**config.mk**
```make
export PLATFORM = sky130hd
export DESIGN_NAME = ccr_seq
export DESIGN_NICKNAME = d
export VERILOG_FILES = /design/src/rtl/ccr_seq_pkg.sv /design/src/rtl/ccr_sec_decode.sv /design/src/rtl/ccr_wr_buf.sv /design/src/rtl/ccr_wel_ctrl.sv /design/src/rtl/ccr_seq.sv
export SDC_FILE = /design/constraint.sdc
export NUM_CORES = 1
export LEC_CHECK = 0
export CORE_MARGIN = 2
export CORE_UTILIZATION = 35
export CTS_CLUSTER_DIAMETER = 120
export DETAILED_ROUTE_END_ITERATION = 8
export PLACE_DENSITY = 0.69
export SETUP_SLACK_MARGIN = 0.1
export SYNTH_ARGS = -nofsm -noshare
export SYNTH_HDL_FRONTEND = slang
export SYNTH_SLANG_ARGS = --single-unit
```
**constraint.sdc**
```tcl
create_clock -name clk_i -period 11.89 [get_ports clk_i]
set_clock_uncertainty 0.05 [all_clocks]
set_input_delay 1.7835 -clock clk_i [delete_from_list [all_inputs] [get_ports clk_i]]
set_output_delay 1.7835 -clock clk_i [all_outputs]
set_load 0.02 [all_outputs]
```
**src/rtl/ccr_seq_pkg.sv**
```systemverilog
package ccr_seq_pkg;
  localparam int unsigned NSEC     = 5;
  localparam int unsigned STAT_IDX = 4;
  localparam logic [6:0]  DEV_ID   = 7'b1101111;

  function automatic int unsigned sec_base(int unsigned i);
    case (i)
      0: return 0;
      1: return 8;
      2: return 16;
      3: return 48;
      default: return 63;
    endcase
  endfunction

  function automatic int unsigned sec_size(int unsigned i);
    case (i)
      2: return 4;
      4: return 1;
      default: return 8;
    endcase
  endfunction
endpackage

```
**src/rtl/ccr_sec_decode.sv**
```systemverilog
module ccr_sec_decode
  import ccr_seq_pkg::*;
#(
  parameter int unsigned AW = 6,
  parameter int unsigned SW = 3
) (
  input  logic [AW-1:0] addr_i,
  output logic          hit_o,
  output logic          is_stat_o,
  output logic [AW-1:0] base_o,
  output logic [AW-1:0] next_o,
  output logic [SW-1:0] off_o
);
  logic [NSEC-1:0] hit_v;
  logic [AW-1:0]   base_v [NSEC];
  logic [AW-1:0]   last_v [NSEC];

  for (genvar g = 0; g < NSEC; g++) begin : g_sec
    localparam int unsigned B = sec_base(g);
    localparam int unsigned S = sec_size(g);
    assign base_v[g] = AW'(B);
    assign last_v[g] = AW'(B + S - 1);
    // modular difference rejects addresses below the base
    assign hit_v[g]  = (addr_i - AW'(B)) < AW'(S);
  end

  always_comb begin
    hit_o  = |hit_v;
    base_o = addr_i;
    next_o = addr_i + AW'(1);
    for (int i = 0; i < NSEC; i++) begin
      if (hit_v[i]) begin
        base_o = base_v[i];
        next_o = (addr_i == last_v[i]) ? base_v[i] : addr_i + AW'(1);
      end
    end
  end

  assign is_stat_o = hit_v[STAT_IDX];
  assign off_o     = SW'(addr_i - base_o);
endmodule

```
**src/rtl/ccr_wr_buf.sv**
```systemverilog
module ccr_wr_buf #(
  parameter int unsigned SLOTS = 8,
  parameter int unsigned DW    = 8,
  parameter int unsigned SW    = 3
) (
  input  logic                clk_i,
  input  logic                rst_ni,
  input  logic                clr_i,
  input  logic                we_i,
  input  logic [SW-1:0]       slot_i,
  input  logic [DW-1:0]       data_i,
  output logic [SLOTS-1:0]    mask_o,
  output logic [SLOTS*DW-1:0] data_o
);
  for (genvar g = 0; g < SLOTS; g++) begin : g_slot
    always_ff @(posedge clk_i or negedge rst_ni) begin
      if (!rst_ni) begin
        mask_o[g]              <= 1'b0;
        data_o[g*DW +: DW]     <= '0;
      end else if (clr_i) begin
        mask_o[g]              <= 1'b0;
        data_o[g*DW +: DW]     <= '0;
      end else if (we_i && slot_i == SW'(g)) begin
        mask_o[g]              <= 1'b1;
        data_o[g*DW +: DW]     <= data_i;
      end
    end
  end
endmodule

```
**src/rtl/ccr_wel_ctrl.sv**
```systemverilog
module ccr_wel_ctrl #(
  parameter int unsigned DW = 8
) (
  input  logic          clk_i,
  input  logic          rst_ni,
  input  logic          upd_i,
  input  logic [DW-1:0] data_i,
  output logic          wel_o,
  output logic          rwel_o
);
  always_ff @(posedge clk_i or negedge rst_ni) begin
    if (!rst_ni) begin
      wel_o  <= 1'b0;
      rwel_o <= 1'b0;
    end else if (upd_i) begin
      wel_o  <= data_i[1];
      rwel_o <= data_i[1] & data_i[2] & wel_o;
    end
  end
endmodule

```
**src/rtl/ccr_seq.sv**
```systemverilog
module ccr_seq
  import ccr_seq_pkg::*;
#(
  parameter int unsigned AW    = 6,
  parameter int unsigned DW    = 8,
  parameter int unsigned SLOTS = 8
) (
  input  logic                clk_i,
  input  logic                rst_ni,
  input  logic                start_i,
  input  logic [7:0]          dev_i,
  input  logic                addr_valid_i,
  input  logic [AW-1:0]       addr_i,
  input  logic                wdata_valid_i,
  input  logic [DW-1:0]       wdata_i,
  input  logic                rd_req_i,
  input  logic                stop_i,
  input  logic                abort_i,
  output logic [AW-1:0]       mem_raddr_o,
  input  logic [DW-1:0]       mem_rdata_i,
  output logic                rd_valid_o,
  output logic [DW-1:0]       rd_data_o,
  output logic                commit_o,
  output logic [AW-1:0]       commit_base_o,
  output logic [SLOTS-1:0]    commit_mask_o,
  output logic [SLOTS*DW-1:0] commit_data_o
);
  localparam int unsigned SW = (SLOTS > 1) ? $clog2(SLOTS) : 1;

  logic          sel_q, rd_mode_q, dead_q, stat_pend_q, commit_q;
  logic [AW-1:0] ptr_q, buf_base_q;
  logic [DW-1:0] stat_byte_q, rd_q;
  logic          rd_valid_q;

  logic          dec_hit, dec_stat;
  logic [AW-1:0] dec_base, dec_next;
  logic [SW-1:0] dec_off;
  logic          wel_q, rwel_q;

  logic act, addr_fire, wr_fire, rd_fire, step, stop_fire, buf_clr, buf_we;
  logic [DW-1:0] stat_rd;

  ccr_sec_decode #(.AW(AW), .SW(SW)) i_dec (
    .addr_i    (ptr_q),
    .hit_o     (dec_hit),
    .is_stat_o (dec_stat),
    .base_o    (dec_base),
    .next_o    (dec_next),
    .off_o     (dec_off)
  );

  // event qualification: abort > start > stop > byte events
  assign act       = sel_q & ~abort_i & ~start_i & ~stop_i;
  assign addr_fire = act & addr_valid_i & ~rd_mode_q;
  assign wr_fire   = act & wdata_valid_i & ~addr_valid_i & ~rd_mode_q & ~dead_q;
  assign rd_fire   = act & rd_req_i & rd_mode_q & ~dead_q;
  assign step      = wr_fire | rd_fire;
  assign stop_fire = sel_q & stop_i & ~abort_i & ~start_i;
  assign buf_clr   = abort_i | start_i;
  assign buf_we    = wr_fire & dec_hit & ~dec_stat;

  ccr_wr_buf #(.SLOTS(SLOTS), .DW(DW), .SW(SW)) i_buf (
    .clk_i  (clk_i),
    .rst_ni (rst_ni),
    .clr_i  (buf_clr),
    .we_i   (buf_we),
    .slot_i (dec_off),
    .data_i (wdata_i),
    .mask_o (commit_mask_o),
    .data_o (commit_data_o)
  );

  ccr_wel_ctrl #(.DW(DW)) i_wel (
    .clk_i  (clk_i),
    .rst_ni (rst_ni),
    .upd_i  (stop_fire & stat_pend_q & ~rd_mode_q),
    .data_i (stat_byte_q),
    .wel_o  (wel_q),
    .rwel_o (rwel_q)
  );

  always_comb begin
    stat_rd    = '0;
    stat_rd[1] = wel_q;
    stat_rd[2] = rwel_q;
  end

  always_ff @(posedge clk_i or negedge rst_ni) begin
    if (!rst_ni) begin
      sel_q       <= 1'b0;
      rd_mode_q   <= 1'b0;
      dead_q      <= 1'b0;
      stat_pend_q <= 1'b0;
      stat_byte_q <= '0;
      ptr_q       <= '0;
      buf_base_q  <= '0;
    end else if (abort_i) begin
      sel_q       <= 1'b0;
      stat_pend_q <= 1'b0;
    end else if (start_i) begin
      sel_q       <= (dev_i[7:1] == DEV_ID);
      rd_mode_q   <= dev_i[0];
      dead_q      <= 1'b0;
      stat_pend_q <= 1'b0;
    end else if (stop_fire) begin
      sel_q       <= 1'b0;
      stat_pend_q <= 1'b0;
    end else begin
      if (addr_fire) ptr_q <= addr_i;
      if (step) begin
        ptr_q <= dec_next;
        if (dec_stat) dead_q <= 1'b1;
      end
      if (buf_we) buf_base_q <= dec_base;
      if (wr_fire && dec_stat) begin
        stat_pend_q <= 1'b1;
        stat_byte_q <= wdata_i;
      end
    end
  end

  always_ff @(posedge clk_i or negedge rst_ni) begin
    if (!rst_ni) begin
      commit_q   <= 1'b0;
      rd_valid_q <= 1'b0;
      rd_q       <= '0;
    end else begin
      commit_q   <= stop_fire & ~rd_mode_q & (|commit_mask_o) & rwel_q;
      rd_valid_q <= rd_fire;
      if (rd_fire) rd_q <= dec_stat ? stat_rd : (dec_hit ? mem_rdata_i : '0);
    end
  end

  assign mem_raddr_o   = ptr_q;
  assign rd_valid_o    = rd_valid_q;
  assign rd_data_o     = rd_q;
  assign commit_o      = commit_q;
  assign commit_base_o = buf_base_q;
endmodule

```
==> metrics.md <==
| Metric | Value |
|---|---|
| Outcome | finished clean |
| Worst path most repeated cell | or4b_1 |
| GR Util All Layers | 18.4% |
| Worst-Skew Late Latency | 340 ps |
| Vias per cell | 5.17 |
| Post-cts resize count | 0 |
| Wire per inst | 17.3 um |
| Overflow after GRT | 0 |
| Worst-path cell chain | clkdlybuf4s50_1 -> or4b_1 -> or3_4 -> a211o_1 -> or4b_1 -> mux2i_4 -> mux2i_1 |
| Initial antenna violation count | 0 |
| EDFF count, synth | 0 |
| IO Pins | 132 |
| Worst vdd ir | 0.0823 mV |
| Largest net degree at the start of global routing | 82 |
| Ys async rst share | 100% |
| # port buffers | 131 |
| Core area | 13300 um2 |
| Unrepaired setup endpoints after global routing | false |
| Slew HR | 33.4% |
| GP Congestion | 0.855 |
| Mean Syn Cell Area | 11.1 um2 |
| Drt first pass iters | 4 |
| Nets | 605 |
| Hold Buf Count CTS | 0 |
| Crit path DAT | 5040 ps |
| Num CTS Buffers | 9 |
| Final Slew Violations | 0 |
| Post-DP HPWL | 9.01 mm |
| Flop2flop setup slack | 7820 ps |
| Max FO, Critical Path | 11 |
| Top_reg_cell synth | dfrtp_1 |
| Post-Synthesis Net Count | 478 |
| Worst hold path type | reg2reg |
| Tightest Pin Transition | 999 ps |
| Clk root buf | clkbuf_16 |
| First-pass GRT wire length | 21.1 mm |
| CP delay by family, top | simple AND/OR/NAND/NOR gates |
| Tcrit/Tclk final | 40.7% |
| Max-Cap Viols | 0 |
| Final Critical Period | 4840 ps |
| CTS clk-pin slew, worst paths | 70 ps |
| CP Capture Type | register |
| Setup violators final | 0 |
| Highest-delay cell along the critical path | or4b_1 |
| Achievable frequency | 207 MHz |
| Vias | 3837 |
| Max clock buf depth | 2 |
| Vias in the first global route | 3967 |
| Fin cells | 742 |
| Die Span X | 121 um |
| Final number of hold-violating endpoints | 0 |
| Syn. warnings | 0 |
| Post-placement cell count | 726 |
| Die area | 14700 um2 |
| Leak | 2.64 nW |
| Yosys cell types | 54 |
| CP Buf/Inv Count | 1 |
| DR iter-0 viols | 240 |
| TritonCTS clock tree | built |
| Mapped Area | 4800 um2 |
| H-tree depth | 3 |
| Critical Path Start Type | primary input |
| Crit Path Class | in2reg |
| Antenna viol nets, final | 0 |
| Clock Sinks | 102 |
| TNS Setup | 0 ps |
| Synthesis-to-layout area growth | 37.8% |
| Synthesized flop and latch total | 102 |
| Sequential share of the synthesized area | 53.2% |
| Number of placement rows | 42 |
| Power Dens Cells | 107 nW/um2 |
| Routed WL | 12.9 mm |
| Starting Density | 36.1% |
| Total Power | 0.708 mW |
| Critical Path RT | 12090 ps |
| Antenna diode count | 0 |
| Share of cells above drive strength 1 | 6.89% |
| Mapped Cells | 434 |
| Critical Path Max Stage Delay | 660 ps |
| Post-CTS Setup Inserts | 0 |
| DRC viols | 0 |
| Die height | 121 um |
## worst min-delay path, delay by kind of cell, from the launching register on
family	cells	cell delay (ps)
AO/OA/AOI/OAI	1	60
flip-flops	1	340
AND/OR/NAND/NOR	1	50
## per-stage QoR
stage / setup slack (ps) / hold slack, ps / area, um2 / util, %
floorplan: 7500 / 412 / 4800 / -
global placement: 6830 / 413 / 6280 / 47.3
detailed placement: 6710 / 428 / 6280 / 47.3
CTS: 7070 / 443 / 6620 / 49.8
global route: 6950 / 465 / 6620 / 49.8
finish: 7050 / 434 / 6620 / 49.8
## layer usage
metal | GRT usage [%] | vias to the layer above | wire length [um]
met2 | 29.8 | 136 | 6120
met1 | 23.0 | 1907 | 5500
met5 | 0 | - | 0
li1 | - | 1786 | -
met4 | 3.92 | 0 | 64
met3 | 7.89 | 8 | 1160
## cells by family (layout without fill, tap and decap cells)
kind of cell,count (synthesis),in the layout,synth area share (%)
AOI/OAI and AO/OA,63,63,8.91
xor gates and xnor gates,5,5,0.912
adders and majority gates,6,6,1.72
muxes,77,77,18.3
and+or+nand+nor,156,156,14.9
buffers and inverters,25,157,2.14
DFF,102,102,53.2
## registers in the layout, summed over array words and instances, names as in the netlist, 2 cells and up
signal	cells
mem_raddr_o	6
rd_data_o	8
i_buf.data_o	64
stat_byte_q	2
commit_base_o	6
i_buf.mask_o	8
## area by class of cell
| class | count | area, um2 |
|---|---|---|
| inverters | 7 | 26.3 |
| clock inverters | 5 | 88.8 |
| multi-input cells | 307 | 2150 |
| repair buffers | 134 | 1330 |
| flip-flops and latches | 102 | 2550 |
| fillers | 1184 | 6680 |
| clock buffers | 11 | 243 |
| well taps | 176 | 220 |
## Yosys cell counts (all sizes together), types with 3 or more instances
master,instances,share of area [%]
o21ai,21,2.2
o21a,9,1.4
and3,4,0.52
a211oi,4,0.73
o22ai,3,0.39
clkbuf,14,1.1
mux2,5,1.2
nand4b,4,0.73
a21oi,4,0.42
xnor2,4,0.73
nor4,4,0.52
buf,4,0.50
inv,7,0.55
mux2i,72,17
ha,5,1.3
nor2,11,0.86
dfrtp,102,53
nand2,106,8.3
o31ai,4,0.63
nand3,6,0.63
and2,3,0.39
or4b,3,0.70
## cell usage in the layout (no fill, tap or decap), drive strengths merged, types with 2 or more instances in the layout
cell	instances
o32ai	2
clkdlybuf4s50	130
nor3	2
mux2	5
nor4	4
clkbuf	11
o31ai	4
buf	4
or4b	3
xnor2	4
nand4	2
or3	2
nand2	106
nand2b	2
o21ai	21
and2	3
ha	5
dfrtp	102
nor2	11
a21oi	4
mux2i	72
inv	10
a31oi	2
nor2b	2
o22ai	3
a211oi	4
bufinv	2
o21a	9
nand4b	4
nand3	6
a21o	2
a31o	2
and3	4
## path summary, 6_finish.rpt
| path | to | depth (start not counted) | from |
|---|---|---|---|
| setup / recovery | i_buf.data_o[50] | 7 | abort_i |
| hold / removal | rd_data_o[2] | 2 | rd_data_o[2] |
| setup reg to reg | i_buf.data_o[50] | 10 | mem_raddr_o[3] |
| hold reg to reg | rd_data_o[2] | 2 | rd_data_o[2] |
| max in group asynchronous | i_buf.data_o[7] | 2 | rst_ni |
| min in group asynchronous | mem_raddr_o[0] | 1 | rst_ni |
## power by group
| group | switching (mW) | internal [mW] |
|---|---|---|
| logic | 0.0192 | 0.0146 |
| registers | 0.00122 | 0.347 |
| clock network | 0.132 | 0.193 |
| total | 0.153 | 0.555 |
(Power assumes the default switching activity.)
